## src/rtl/pixrow_pkg.sv

```systemverilog
package pixrow_pkg;

    typedef enum logic [1:0] {
        PH_IDLE   = 2'd0,
        PH_SELECT = 2'd1,
        PH_CLEAR  = 2'd2,
        PH_SETTLE = 2'd3
    } phase_e;

    // Last counter value of a phase whose programmed length is v (0 acts as 1).
    function automatic int unsigned phase_end(int unsigned v);
        return (v == 0) ? 0 : v - 1;
    endfunction

    // Effective row count: at least 1, at most max_rows.
    function automatic int unsigned fit_rows(int unsigned n, int unsigned max_rows);
        if (n == 0)        return 1;
        if (n > max_rows)  return max_rows;
        return n;
    endfunction

endpackage

```

## src/rtl/pixrow_cfg.sv

```systemverilog
module pixrow_cfg
    import pixrow_pkg::*;
#(
    parameter int ROWS  = 16,
    parameter int DUR_W = 8,
    parameter int ROW_W = $clog2(ROWS),
    parameter int CNT_W = $clog2(ROWS + 1)
) (
    input  logic             clk,
    input  logic             rst,
    input  logic             load,
    input  logic [CNT_W-1:0] num_rows,
    input  logic [DUR_W-1:0] t_select,
    input  logic [DUR_W-1:0] t_clear,
    input  logic [DUR_W-1:0] t_settle,
    output logic [ROW_W-1:0] last_row,
    output logic [DUR_W-1:0] end_sel,
    output logic [DUR_W-1:0] end_clr,
    output logic [DUR_W-1:0] end_set
);

    always_ff @(posedge clk) begin
        if (rst) begin
            last_row <= '0;
            end_sel  <= '0;
            end_clr  <= '0;
            end_set  <= '0;
        end else if (load) begin
            last_row <= ROW_W'(fit_rows(32'(num_rows), ROWS) - 1);
            end_sel  <= DUR_W'(phase_end(32'(t_select)));
            end_clr  <= DUR_W'(phase_end(32'(t_clear)));
            end_set  <= DUR_W'(phase_end(32'(t_settle)));
        end
    end

endmodule

```

## src/rtl/pixrow_fsm.sv

```systemverilog
module pixrow_fsm
    import pixrow_pkg::*;
#(
    parameter int DUR_W = 8,
    parameter int ROW_W = 4
) (
    input  logic             clk,
    input  logic             rst,
    input  logic             start,
    input  logic             stop,
    input  logic [ROW_W-1:0] last_row,
    input  logic [DUR_W-1:0] end_sel,
    input  logic [DUR_W-1:0] end_clr,
    input  logic [DUR_W-1:0] end_set,
    output phase_e           phase,
    output logic [ROW_W-1:0] row,
    output logic             at_end,
    output logic             load
);

    logic [DUR_W-1:0] cnt;
    logic [DUR_W-1:0] cur_end;
    logic             stop_req;
    logic             halt;
    logic             frame_end;

    always_comb begin
        unique case (phase)
            PH_SELECT: cur_end = end_sel;
            PH_CLEAR:  cur_end = end_clr;
            PH_SETTLE: cur_end = end_set;
            default:   cur_end = '0;
        endcase
        at_end    = (phase != PH_IDLE) && (cnt == cur_end);
        frame_end = (phase == PH_SETTLE) && at_end && (row == last_row);
        halt      = stop_req || stop;
        load      = ((phase == PH_IDLE) && start) || (frame_end && !halt);
    end

    always_ff @(posedge clk) begin
        if (rst) begin
            phase    <= PH_IDLE;
            cnt      <= '0;
            row      <= '0;
            stop_req <= 1'b0;
        end else if (phase == PH_IDLE) begin
            stop_req <= 1'b0;
            cnt      <= '0;
            row      <= '0;
            if (start) phase <= PH_SELECT;
        end else begin
            if (stop) stop_req <= 1'b1;
            if (!at_end) begin
                cnt <= cnt + 1'b1;
            end else begin
                cnt <= '0;
                unique case (phase)
                    PH_SELECT: phase <= PH_CLEAR;
                    PH_CLEAR:  phase <= PH_SETTLE;
                    default: begin
                        if (row != last_row) begin
                            row   <= row + 1'b1;
                            phase <= PH_SELECT;
                        end else begin
                            row      <= '0;
                            stop_req <= 1'b0;
                            phase    <= halt ? PH_IDLE : PH_SELECT;
                        end
                    end
                endcase
            end
        end
    end

endmodule

```

## src/rtl/pixrow_decode.sv

```systemverilog
module pixrow_decode
    import pixrow_pkg::*;
#(
    parameter int ROWS  = 16,
    parameter int ROW_W = 4
) (
    input  phase_e           phase,
    input  logic [ROW_W-1:0] row,
    input  logic             at_end,
    input  logic [ROW_W-1:0] last_row,
    output logic [ROWS-1:0]  gate_row,
    output logic [ROWS-1:0]  clear_row,
    output logic             sample_sig,
    output logic             sample_ped,
    output logic             row_valid,
    output logic [ROW_W-1:0] row_idx,
    output logic             frame_done
);

    logic running;
    assign running = (phase != PH_IDLE);

    for (genvar i = 0; i < ROWS; i++) begin : g_line
        logic hit;
        assign hit          = running && (row == ROW_W'(i));
        assign gate_row[i]  = hit;
        assign clear_row[i] = hit && (phase == PH_CLEAR);
    end

    assign sample_sig = (phase == PH_SELECT) && at_end;
    assign sample_ped = (phase == PH_SETTLE) && at_end;
    assign row_valid  = sample_ped;
    assign row_idx    = row;
    assign frame_done = sample_ped && (row == last_row);

endmodule

```

## src/rtl/pixrow_seq.sv

```systemverilog
module pixrow_seq
    import pixrow_pkg::*;
#(
    parameter int ROWS  = 16,
    parameter int DUR_W = 8,
    parameter int ROW_W = $clog2(ROWS),
    parameter int CNT_W = $clog2(ROWS + 1)
) (
    input  logic             clk,
    input  logic             rst,
    input  logic             start,
    input  logic             stop,
    input  logic [CNT_W-1:0] num_rows,
    input  logic [DUR_W-1:0] t_select,
    input  logic [DUR_W-1:0] t_clear,
    input  logic [DUR_W-1:0] t_settle,
    output logic [ROWS-1:0]  gate_row,
    output logic [ROWS-1:0]  clear_row,
    output logic             sample_sig,
    output logic             sample_ped,
    output logic             row_valid,
    output logic [ROW_W-1:0] row_idx,
    output logic             frame_done
);

    logic [ROW_W-1:0] last_row;
    logic [DUR_W-1:0] end_sel, end_clr, end_set;
    logic [ROW_W-1:0] row;
    logic             at_end;
    logic             load;
    phase_e           phase;

    pixrow_cfg #(.ROWS(ROWS), .DUR_W(DUR_W), .ROW_W(ROW_W), .CNT_W(CNT_W)) u_cfg (
        .clk(clk), .rst(rst), .load(load),
        .num_rows(num_rows), .t_select(t_select), .t_clear(t_clear), .t_settle(t_settle),
        .last_row(last_row), .end_sel(end_sel), .end_clr(end_clr), .end_set(end_set)
    );

    pixrow_fsm #(.DUR_W(DUR_W), .ROW_W(ROW_W)) u_fsm (
        .clk(clk), .rst(rst), .start(start), .stop(stop),
        .last_row(last_row), .end_sel(end_sel), .end_clr(end_clr), .end_set(end_set),
        .phase(phase), .row(row), .at_end(at_end), .load(load)
    );

    pixrow_decode #(.ROWS(ROWS), .ROW_W(ROW_W)) u_dec (
        .phase(phase), .row(row), .at_end(at_end), .last_row(last_row),
        .gate_row(gate_row), .clear_row(clear_row),
        .sample_sig(sample_sig), .sample_ped(sample_ped),
        .row_valid(row_valid), .row_idx(row_idx), .frame_done(frame_done)
    );

endmodule

```

## config.mk

```make
export PLATFORM = sky130hd
export DESIGN_NAME = pixrow_seq
export DESIGN_NICKNAME = d
export VERILOG_FILES = /design/src/rtl/pixrow_pkg.sv /design/src/rtl/pixrow_cfg.sv /design/src/rtl/pixrow_fsm.sv /design/src/rtl/pixrow_decode.sv /design/src/rtl/pixrow_seq.sv
export SDC_FILE = /design/constraint.sdc
export NUM_CORES = 1
export LEC_CHECK = 0
export BUFFER_PORTS_ARGS = -buffer_cell sky130_fd_sc_hd__buf_2
export CORE_ASPECT_RATIO = 0.8
export CORE_UTILIZATION = 47
export DETAILED_ROUTE_END_ITERATION = 10
export PLACE_DENSITY = 0.74
export REMOVE_ABC_BUFFERS = 1
export SLEW_MARGIN = 25
export SYNTH_ARGS = -nofsm -noshare
export SYNTH_HDL_FRONTEND = slang
export SYNTH_SLANG_ARGS = --single-unit
```

## constraint.sdc

```tcl
create_clock -name clk -period 2.6 [get_ports clk]
set_input_delay 0.39 -clock clk [delete_from_list [all_inputs] [get_ports clk]]
set_output_delay 0.39 -clock clk [all_outputs]
set_load 0.005 [all_outputs]
```

==> results.sh, run 1 <==
export IMPL_outcome="finished with violations"
export IMPL_violations="setup timing"
export IMPL_num_antenna_cells=0
export IMPL_min_period_ns=2.88
export IMPL_cp_startpoint="u_fsm.phase[0]"
export IMPL_port_buffers=72
export IMPL_setup_slack_ns=-0.280
export IMPL_drc=0
export IMPL_final_max_slew_viol_count=0
export IMPL_antenna_found_initial=0
export IMPL_ys_ff_latch=43
export IMPL_final_setup_tns_ns=-4.55
export IMPL_cap_violations=0
export IMPL_grt_pass1_wl_mm=12.8
export IMPL_p_leak_uw=0.00176
export IMPL_worst_r2r_endpoint="u_fsm.row[2]"
export IMPL_syn_area_per_cell_sq_um=8.02
export IMPL_syn_area_sq_mm=0.00303
export IMPL_ir_worst_vdd_uv=375
export IMPL_synth_mux_area_fraction=0.104
export IMPL_power_total_uw=3060
export IMPL_die_h_um=73.8
export IMPL_numClockSinks=43
export IMPL_seqCellArea_sq_um=868
export IMPL_synth_compound_area_frac=0.121
export IMPL_avgRoutedWirePerCell_um=14.6
export IMPL_dp_hpwl_mm=5.77
export IMPL_cp_arrival_ns=3.08
export IMPL_setup_viol=38
export IMPL_rows=25
export IMPL_synth_simple_area_share=0.284
export IMPL_p_per_area_mw_per_mm2=793
export IMPL_skew_ns=0.00675
export IMPL_grt_use_total=0.241
export IMPL_htree_levels=2
export IMPL_critPathKind="reg -> reg"
export IMPL_end_kind="flip-flop"
export IMPL_worstRegToRegCells=11
export IMPL_hold_viol_final=0
export IMPL_reg2reg_slack_ns=-0.28
export IMPL_hold_class="in -> reg"
export IMPL_cts_tree="yes"
export IMPL_drt_iter0_markers=231
export IMPL_core_sq_mm=0.00607
export IMPL_rsz0062_at_grt="true"
export IMPL_worstMarginPinSlew_ns=0.557
export IMPL_worstSkewPairLatency_ns=0.31
export IMPL_antenna_left=0
export IMPL_fmax_mhz=347
export IMPL_grt_max_degree=32
export IMPL_async_reset_ff_frac=0
export IMPL_worst_path_max_delay_cell="or4_1"
export IMPL_hold_worst_slack_ns=0.384
export IMPL_cts_buffers=5
export IMPL_avgViaCountPerCell=5.53
export IMPL_synthCells=377
export IMPL_crit_required_ns=2.80
export IMPL_worstSetupEndpoint="u_fsm.row[2]"
export IMPL_worstPathCellList="inv_4 > ha_4 > a222oi_1 > buf_4 > xnor2_2 > nor4b_2 > o211ai_2 > buf_4 > buf_6 > or4_1 > a32o_1"
export IMPL_pin_count=73
export IMPL_fill_cells=507
export IMPL_clock_path_buffers=2
export IMPL_slowest_delay_ns=0.47
export IMPL_dp_slack_ns=-0.198
export IMPL_max_slew_margin=0.628
export IMPL_yosys_area_top_type_share=0.285
export IMPL_synth_edf_count=0
export IMPL_cts_root_buffer="clkbuf_8"
export IMPL_yosys_warnings=0
export IMPL_overflow=0
export IMPL_start_util=0.499
export IMPL_drive_above_1_share=0.314
export IMPL_rr_startpoint="u_fsm.phase[0]"
export IMPL_cts_clk_slew_worst_paths_ns=0.09
export IMPL_path_max_fanout=7
export IMPL_yosysTopAreaCell="dfxtp_1"
export IMPL_hold_buffers=0
export IMPL_dr_pass1_iters=5
export IMPL_globalplace_congestion=0.854
export IMPL_final_period_utilization=1.11
export IMPL_areaGrowthSynthToFinish_pct=27.4
export IMPL_cpMostUsedCell="buf_4"
export IMPL_multi_input_area_sq_mm=0.00204
export IMPL_synthAdderAreaFrac=0.0579
export IMPL_num_vias=2987
export IMPL_die_x_um=91.7
export IMPL_final_nets=505
export IMPL_synth_top_family_by_area="simple AND/OR/NAND/NOR gates"
export IMPL_worstSetupStartpointType="flip-flop"
export IMPL_totalWireLength_mm=7.89
export IMPL_yosys_area_share_xor_xnor=0.0637
export IMPL_synth_main_ff_cell="dfxtp_1"
export IMPL_die_area_sq_mm=0.00676
export IMPL_yosys_top_cells_area="dfxtp_1 (28%), mux2i_1 (9.3%), nand2_1 (6.3%)"
export IMPL_synth_seq_area_share=0.285
export IMPL_grt_pass1_vias=2686
export IMPL_synth_cell_type_count=53
## critical path: cells and delay by family, from the launching register on
family	cells	cell delay, ns
fa+ha+maj	1	0.17
flops	1	0.40
compound gates	3	0.83
buf+inv	4	0.57
xor+xnor	1	0.07
simple gates	2	0.73
## logic make-up after synthesis
family,Yosys count
AO/OA/AOI/OAI,49
XOR/XNOR,22
adder cells (fa/ha/maj),14
buffers and inverters,47
flip-flops,43
multiplexers,31
AND/OR/NAND/NOR,171
## report_power, final
part	internal, uW	total [uW]	switching, uW
Sequential	785	899	114
Combinational	783	1610	824
Clock	290	551	261
Total	1860	3060	1200
## placed cells by master (no fill, tap or decap), types with 3 or more instances in the layout
cell type / count
a21boi_0: 3
a21oi_1: 6
a222oi_1: 8
and3_1: 4
and4b_1: 3
buf_2: 72
buf_4: 28
buf_6: 7
clkbuf_8: 5
dfxtp_1: 41
ha_1: 11
ha_4: 3
inv_1: 10
mux2i_1: 28
nand2_1: 51
nand2b_1: 12
nand3_1: 6
nand3b_1: 6
nor2_1: 48
nor2b_1: 6
nor3_1: 7
nor3b_1: 4
nor4_1: 6
o21ai_0: 7
o31a_1: 3
or4_1: 4
xnor2_1: 5
xor2_1: 15
## metal layers
metal | up-vias | track usage | part of all wire
li1 | 1471 | - | -
met1 | 1370 | 0.329 | 0.45
met4 | 0 | 0.0764 | 0.017
met3 | 17 | 0.0393 | 0.070
met5 | - | 0 | 0
met2 | 129 | 0.392 | 0.47
## timing repair
action	in CTS	in global routing
setup endpoints to repair	37	38
resized for setup	28	11
pin swaps	17	4
hold endpoints to repair	0	0
setup buffers	9	1
## sequential cells by signal, indices dropped and copies added, names as in the netlist
register / count
u_cfg.end_sel: 8
u_fsm.row: 4
u_cfg.last_row: 4
u_fsm.stop_req: 1
u_fsm.phase: 2
u_fsm.cnt: 8
u_cfg.end_set: 8
u_cfg.end_clr: 8
## worst min path at each step
| stage | from | to | slack [ns] | depth (start not counted) |
|---|---|---|---|---|
| 2_1_floorplan | u_cfg.end_sel[0] | u_cfg.end_sel[0] | 0.43 | 2 |
| 4_1_cts | t_settle[0] | u_cfg.end_set[0] | 0.38 | 4 |
| 5_1_grt | t_select[0] | u_cfg.end_sel[0] | 0.40 | 4 |
| 3_5_place_dp | u_cfg.end_sel[5] | u_cfg.end_sel[5] | 0.46 | 2 |
| 6_report | t_settle[0] | u_cfg.end_set[0] | 0.38 | 4 |
| 3_3_place_gp | u_cfg.end_sel[7] | u_cfg.end_sel[7] | 0.45 | 2 |
## per-stage QoR
| stage | cell area, sq um | utilization | instances |
|---|---|---|---|
| after CTS | 3790 | 0.625 | 539 |
| after floorplan | 2810 | - | 342 |
| after detailed placement | 3490 | 0.575 | 522 |
| after global placement | 3490 | 0.575 | 522 |
| final | 3850 | 0.635 | 540 |
| after global routing | 3850 | 0.635 | 540 |
## cell usage after synthesis (all sizes together), types with 2 or more instances
cell type   n
ha         14
a21o        2
mux2        3
nor4        7
or4         5
inv        11
a21oi       7
dfxtp      43
and3        4
or3         2
nor2       50
nor2b       6
mux2i      28
and2        2
nand3b      6
and4b       3
xor2       15
o31ai       2
buf        22
a222oi      8
o22ai       2
nor3        8
nand2      51
xnor2       7
o31a        3
nand3       6
clkbuf     13
nor4b       3
a21boi      3
nand2b     12
nor3b       4
o21ai      10
o21bai      2
## final cells by class
type,instances,area share
Clock buffer,5,0.0179
Clock inverter,3,0.0120
Inverter,12,0.0123
Multi-Input combinational cell,287,0.529
Sequential cell,43,0.225
Tap cell,81,0.0263
Timing Repair Buffer,109,0.178
Power figures use the tool's default switching activity.
==> run 2: changes to the inputs <==
--- a/config.mk
+++ b/config.mk
@@ -11,6 +11,7 @@
 export DETAILED_ROUTE_END_ITERATION = 10
 export PLACE_DENSITY = 0.74
 export REMOVE_ABC_BUFFERS = 1
+export SETUP_SLACK_MARGIN = 0.5
 export SLEW_MARGIN = 25
 export SYNTH_ARGS = -nofsm -noshare
 export SYNTH_HDL_FRONTEND = slang
==> run 2 against run 1 <==
Compared with the run above: the flow still finishes with violations (setup timing); flip-flop and latch count did not move; total power rose by 17%; utilization rose by 4.5 points; highest routed layer unchanged; cell count rose by 2.2%; sequential share of layout area fell by 1.5 points; hold slack got worse by 0.0071 ns; worst setup slack got worse by 0.11 ns; clock power rose by 2%.
==> results.sh, run 2 (synthesized netlist as in run 1, its figures left out) <==
export IMPL_outcome="finished with violations"
export IMPL_violations="setup timing"
export IMPL_grt_pass1_wl_mm=14.0
export IMPL_die_x_um=91.7
export IMPL_path_max_fanout=6
export IMPL_fill_cells=463
export IMPL_die_area_sq_mm=0.00676
export IMPL_cts_buffers=5
export IMPL_die_h_um=73.8
export IMPL_core_sq_mm=0.00607
export IMPL_setup_viol=47
export IMPL_final_common_cell="buf_2"
export IMPL_drive_above_1_share=0.386
export IMPL_setup_slack_ns=-0.390
export IMPL_totalWireLength_mm=9.31
export IMPL_antenna_left=0
export IMPL_min_period_ns=2.99
export IMPL_num_vias=3118
export IMPL_sw_frac_of_total=0.397
export IMPL_stdcell_count=552
export IMPL_final_cell_mix="buf_2 (72), nand2_1 (51), dfxtp_1 (41)"
export IMPL_intPower_uw=2160
export IMPL_cap_violations=0
export IMPL_avgViaCountPerCell=5.65
export IMPL_fmax_mhz=334
export IMPL_combPwrFrac=0.593
export IMPL_drc=0
export IMPL_worstSetupStartpointType="flip-flop"
export IMPL_cts_root_buffer="clkbuf_8"
export IMPL_hold_worst_slack_ns=0.377
export IMPL_grt_use_met3=0.0559
export IMPL_rows=25
export IMPL_multi_input_area_sq_mm=0.00218
export IMPL_final_setup_tns_ns=-12.54
export IMPL_p_sw_uw=1430
export IMPL_seqPwrFrac=0.251
export IMPL_max_slew_margin=0.390
export IMPL_clock_path_buffers=2
export IMPL_use_met2=0.449
export IMPL_skew_ns=0.00615
export IMPL_p_per_area_mw_per_mm2=870
export IMPL_dp_slack_ns=-0.198
export IMPL_grt_max_degree=32
export IMPL_p_clk_frac=0.156
export IMPL_cp_arrival_ns=3.23
export IMPL_worstSkewPairLatency_ns=0.31
export IMPL_critPathKind="reg -> reg"
export IMPL_drt_iter0_markers=266
export IMPL_final_period_utilization=1.15
export IMPL_worstHoldStart="t_settle[0]"
export IMPL_port_buffers=72
export IMPL_final_nets=517
export IMPL_crit_required_ns=2.84
export IMPL_pin_count=73
export IMPL_num_antenna_cells=0
export IMPL_hold_class="in -> reg"
export IMPL_cts_tree="yes"
export IMPL_p_leak_uw=0.00187
export IMPL_worstMarginPinSlew_ns=0.907
export IMPL_overflow=0
export IMPL_dr_pass1_iters=5
export IMPL_end_kind="flip-flop"
export IMPL_numClockSinks=43
export IMPL_cp_startpoint="u_fsm.phase[0]"
export IMPL_grt_pass1_vias=2881
export IMPL_rr_startpoint="u_fsm.phase[0]"
export IMPL_grtUsageMet1=0.338
export IMPL_hold_viol_final=0
export IMPL_grt_use_total=0.269
export IMPL_seqCellArea_sq_um=868
export IMPL_hold_buffers=0
export IMPL_htree_levels=2
export IMPL_globalplace_congestion=0.854
export IMPL_antenna_found_initial=0
export IMPL_rsz0062_at_grt="true"
export IMPL_grt_busiest_layer="met2"
export IMPL_avgRoutedWirePerCell_um=16.9
export IMPL_ir_worst_vdd_uv=370
export IMPL_final_max_slew_viol_count=0
export IMPL_dp_hpwl_mm=5.77
export IMPL_start_util=0.499
export IMPL_areaGrowthSynthToFinish_pct=36.4
export IMPL_dp_cells=522
export IMPL_cts_clk_slew_worst_paths_ns=0.09
-- run 2: cell type report --
cell class / instances / share of cell area
repair buffers: 121 / 0.197
inverters: 12 / 0.0115
flip-flops and latches: 43 / 0.210
clock inverters: 3 / 0.0112
well taps: 81 / 0.0246
clock buffers: 5 / 0.0167
multi-input cells: 287 / 0.529
-- run 2: metrics by stage --
step / instance area, sq um / total power [uW] / util
2_1_floorplan: 2810 / 1640 / -
3_3_place_gp: 3490 / 2090 / 0.575
3_5_place_dp: 3490 / 2140 / 0.575
4_1_cts: 3990 / 3260 / 0.658
5_1_grt: 4130 / 3740 / 0.680
6_report: 4130 / 3590 / 0.680
-- run 2: worst max-delay path, stage by stage, from the launching register on --
cell and delay, ns:
dfxtp_4 0.40, inv_4 0.05, ha_4 0.17, buf_4 0.13, buf_4 0.12, a222oi_1 0.44
o22ai_1 0.19, o21bai_1 0.23, o211ai_2 0.14, buf_4 0.16, buf_6 0.12, buf_6 0.12
buf_6 0.12, nor3_4 0.17, buf_6 0.14, mux2i_1 0.20
-- run 2: layer usage --
metal  vias to the layer above  part of all wire
met1                      1435              0.42
met3                        46             0.068
met2                       152              0.46
li1                       1485                 -
met4                         0             0.050
met5                         -                 0
-- run 2: path summary, 6_finish.rpt --
kind	to	slack, ns	cells after the start
min reg2reg	u_cfg.end_sel[5]	0.47	2
max reg2reg	u_fsm.row[1]	-0.39	15
max	u_fsm.row[1]	-0.39	15
min	u_cfg.end_set[0]	0.38	4
-- run 2: repair_timing --
action                                  in CTS  in global routing
resized for setup                           59                 26
buffers inserted                            17                  5
endpoints found under the setup margin      79                 79
pin swaps                                   27                 10
-- run 2: power groups by stage --
stage               clock [uW]  combinational [uW]  sequential [uW]
floorplan                    0                 791              848
global placement             0                1210              880
detailed placement           0                1260              883
CTS                        554                1810              894
global route               594                2240              910
finish                     561                2130              901
==> run 3: changes to the inputs <==
--- a/config.mk
+++ b/config.mk
@@ -6,10 +6,11 @@
 export NUM_CORES = 1
 export LEC_CHECK = 0
 export BUFFER_PORTS_ARGS = -buffer_cell sky130_fd_sc_hd__buf_2
-export CORE_ASPECT_RATIO = 0.8
-export CORE_UTILIZATION = 47
+export CELL_PAD_IN_SITES_DETAIL_PLACEMENT = 1
+export CELL_PAD_IN_SITES_GLOBAL_PLACEMENT = 1
+export CORE_UTILIZATION = 36
 export DETAILED_ROUTE_END_ITERATION = 10
-export PLACE_DENSITY = 0.74
+export PLACE_DENSITY = 0.77
 export REMOVE_ABC_BUFFERS = 1
 export SETUP_SLACK_MARGIN = 0.5
 export SLEW_MARGIN = 25
==> run 3 against run 2 <==
Compared with the run above: the flow still finishes with violations (setup timing); highest routed layer unchanged; total power shrank 11%; wire length grew 0.80%; non-clock buffer count shrank 7; global-route usage shrank 5.9 points.
==> results.sh, run 3 (synthesized netlist as in run 1, its figures left out) <==
export IMPL_rsz0062_at_grt="true"
export IMPL_p_per_area_mw_per_mm2=794
export IMPL_final_core_util=0.492
export IMPL_final_max_slew_viol_count=0
export IMPL_fmax_mhz=338
export IMPL_cts_buffers=5
export IMPL_final_cell_mix="buf_2 (69), nand2_1 (51), nor2_1 (46)"
export IMPL_setup_slack_ns=-0.359
export IMPL_totalWireLength_mm=9.38
export IMPL_critPathKind="reg -> out"
export IMPL_grt_use_total=0.210
export IMPL_ir_worst_vdd_uv=314
export IMPL_grt_pass1_wl_mm=14.4
export IMPL_hold_viol_final=0
export IMPL_cap_violations=0
export IMPL_crit_required_ns=2.21
export IMPL_core_sq_mm=0.00818
export IMPL_worstMarginPinSlew_ns=0.782
export IMPL_numClockSinks=43
export IMPL_end_kind="output pin"
export IMPL_worstSetupStartpointType="flip-flop"
export IMPL_p_leak_uw=0.00181
export IMPL_worstSkewPairLatency_ns=0.30
export IMPL_avgRoutedWirePerCell_um=16.5
export IMPL_port_buffers=72
export IMPL_min_period_ns=2.96
export IMPL_max_slew_margin=0.474
export IMPL_seqCellArea_sq_um=868
export IMPL_drive_above_1_share=0.347
export IMPL_path_max_fanout=7
export IMPL_cts_clk_slew_worst_paths_ns=0.08
export IMPL_rows=33
export IMPL_drt_iter0_markers=86
export IMPL_grt_pass1_vias=3006
export IMPL_cts_root_buffer="clkbuf_8"
export IMPL_start_util=0.370
export IMPL_overflow=0
export IMPL_final_common_cell="buf_2"
export IMPL_clock_path_buffers=2
export IMPL_hold_buffers=0
export IMPL_antenna_left=0
export IMPL_die_area_sq_mm=0.00877
export IMPL_dp_hpwl_mm=6.37
export IMPL_hold_worst_slack_ns=0.398
export IMPL_outcome="finished with violations"
export IMPL_cts_tree="yes"
export IMPL_num_vias=3017
export IMPL_pin_count=73
export IMPL_areaGrowthSynthToFinish_pct=33.0
export IMPL_fill_cells=1008
export IMPL_skew_ns=0.00506
export IMPL_antenna_found_initial=0
export IMPL_stdcell_count=569
export IMPL_final_nets=510
export IMPL_final_period_utilization=1.14
export IMPL_multi_input_area_sq_mm=0.00212
export IMPL_violations="setup timing"
export IMPL_htree_levels=2
export IMPL_die_x_um=93.7
export IMPL_globalplace_congestion=0.783
export IMPL_drc=0
export IMPL_dp_slack_ns=-0.171
export IMPL_hold_class="in -> reg"
export IMPL_num_antenna_cells=0
export IMPL_die_h_um=93.7
export IMPL_setup_viol=47
export IMPL_dr_pass1_iters=5
export IMPL_cp_arrival_ns=2.57
export IMPL_grt_max_degree=32
export IMPL_dp_cells=547
export IMPL_avgViaCountPerCell=5.30
[run 3: power breakdown]
part	internal (uW)	switching (uW)
logic	898	933
registers	784	106
clock network	242	230
total	1920	1270
[run 3: final timing paths]
check,endpoint,startpoint,cells past startpoint,slack [ns]
worst max register to register,u_fsm.row[2],u_fsm.phase[0],12,-0.26
worst max-delay path,frame_done,u_fsm.phase[0],10,-0.36
worst min register to register,u_cfg.end_clr[1],u_cfg.end_clr[1],2,0.48
worst min-delay path,u_cfg.end_set[0],t_settle[0],4,0.40
[run 3: routing by layer]
layer,wire length [um],vias to the layer above,global-route usage
li1,-,1469,-
met1,3980,1455,0.238
met2,4870,80,0.396
met3,346,13,0.0364
met4,191,0,0.0654
met5,0,-,0
[run 3: area by class of cell]
type	instances	share of cell area
inverters	12	0.0112
flip-flops and latches	43	0.216
multi-input cells	287	0.528
clock buffers	7	0.0240
clock inverters	1	0.00187
repair buffers	114	0.186
well taps	105	0.0327
[run 3: timing repair]
action	in CTS	in global routing
pin swaps	22	9
gates cloned	1	0
gates resized for setup	38	21
endpoints found under the hold margin	0	0
endpoints found under the setup margin	79	72
setup buffers	8	5
[run 3: per-stage QoR]
step	setup TNS, ns	area, sq um	total power (uW)
finish	-7.27	4020	3190
global route	-12.51	4020	3370
CTS	-2.12	3860	2970
detailed placement	-3.98	3530	2180
global placement	-1.36	3530	2140
floorplan	-4.37	2810	1640
[run 3: critical path: stages (launching register included)]
cell and delay (ns):
dfxtp_4 0.37, buf_6 0.12, ha_4 0.17, a222oi_1 0.42, buf_4 0.23, a21oi_4 0.07
o32ai_4 0.32, nor2_2 0.10, nor2_2 0.15, and3_1 0.20, buf_2 0.12
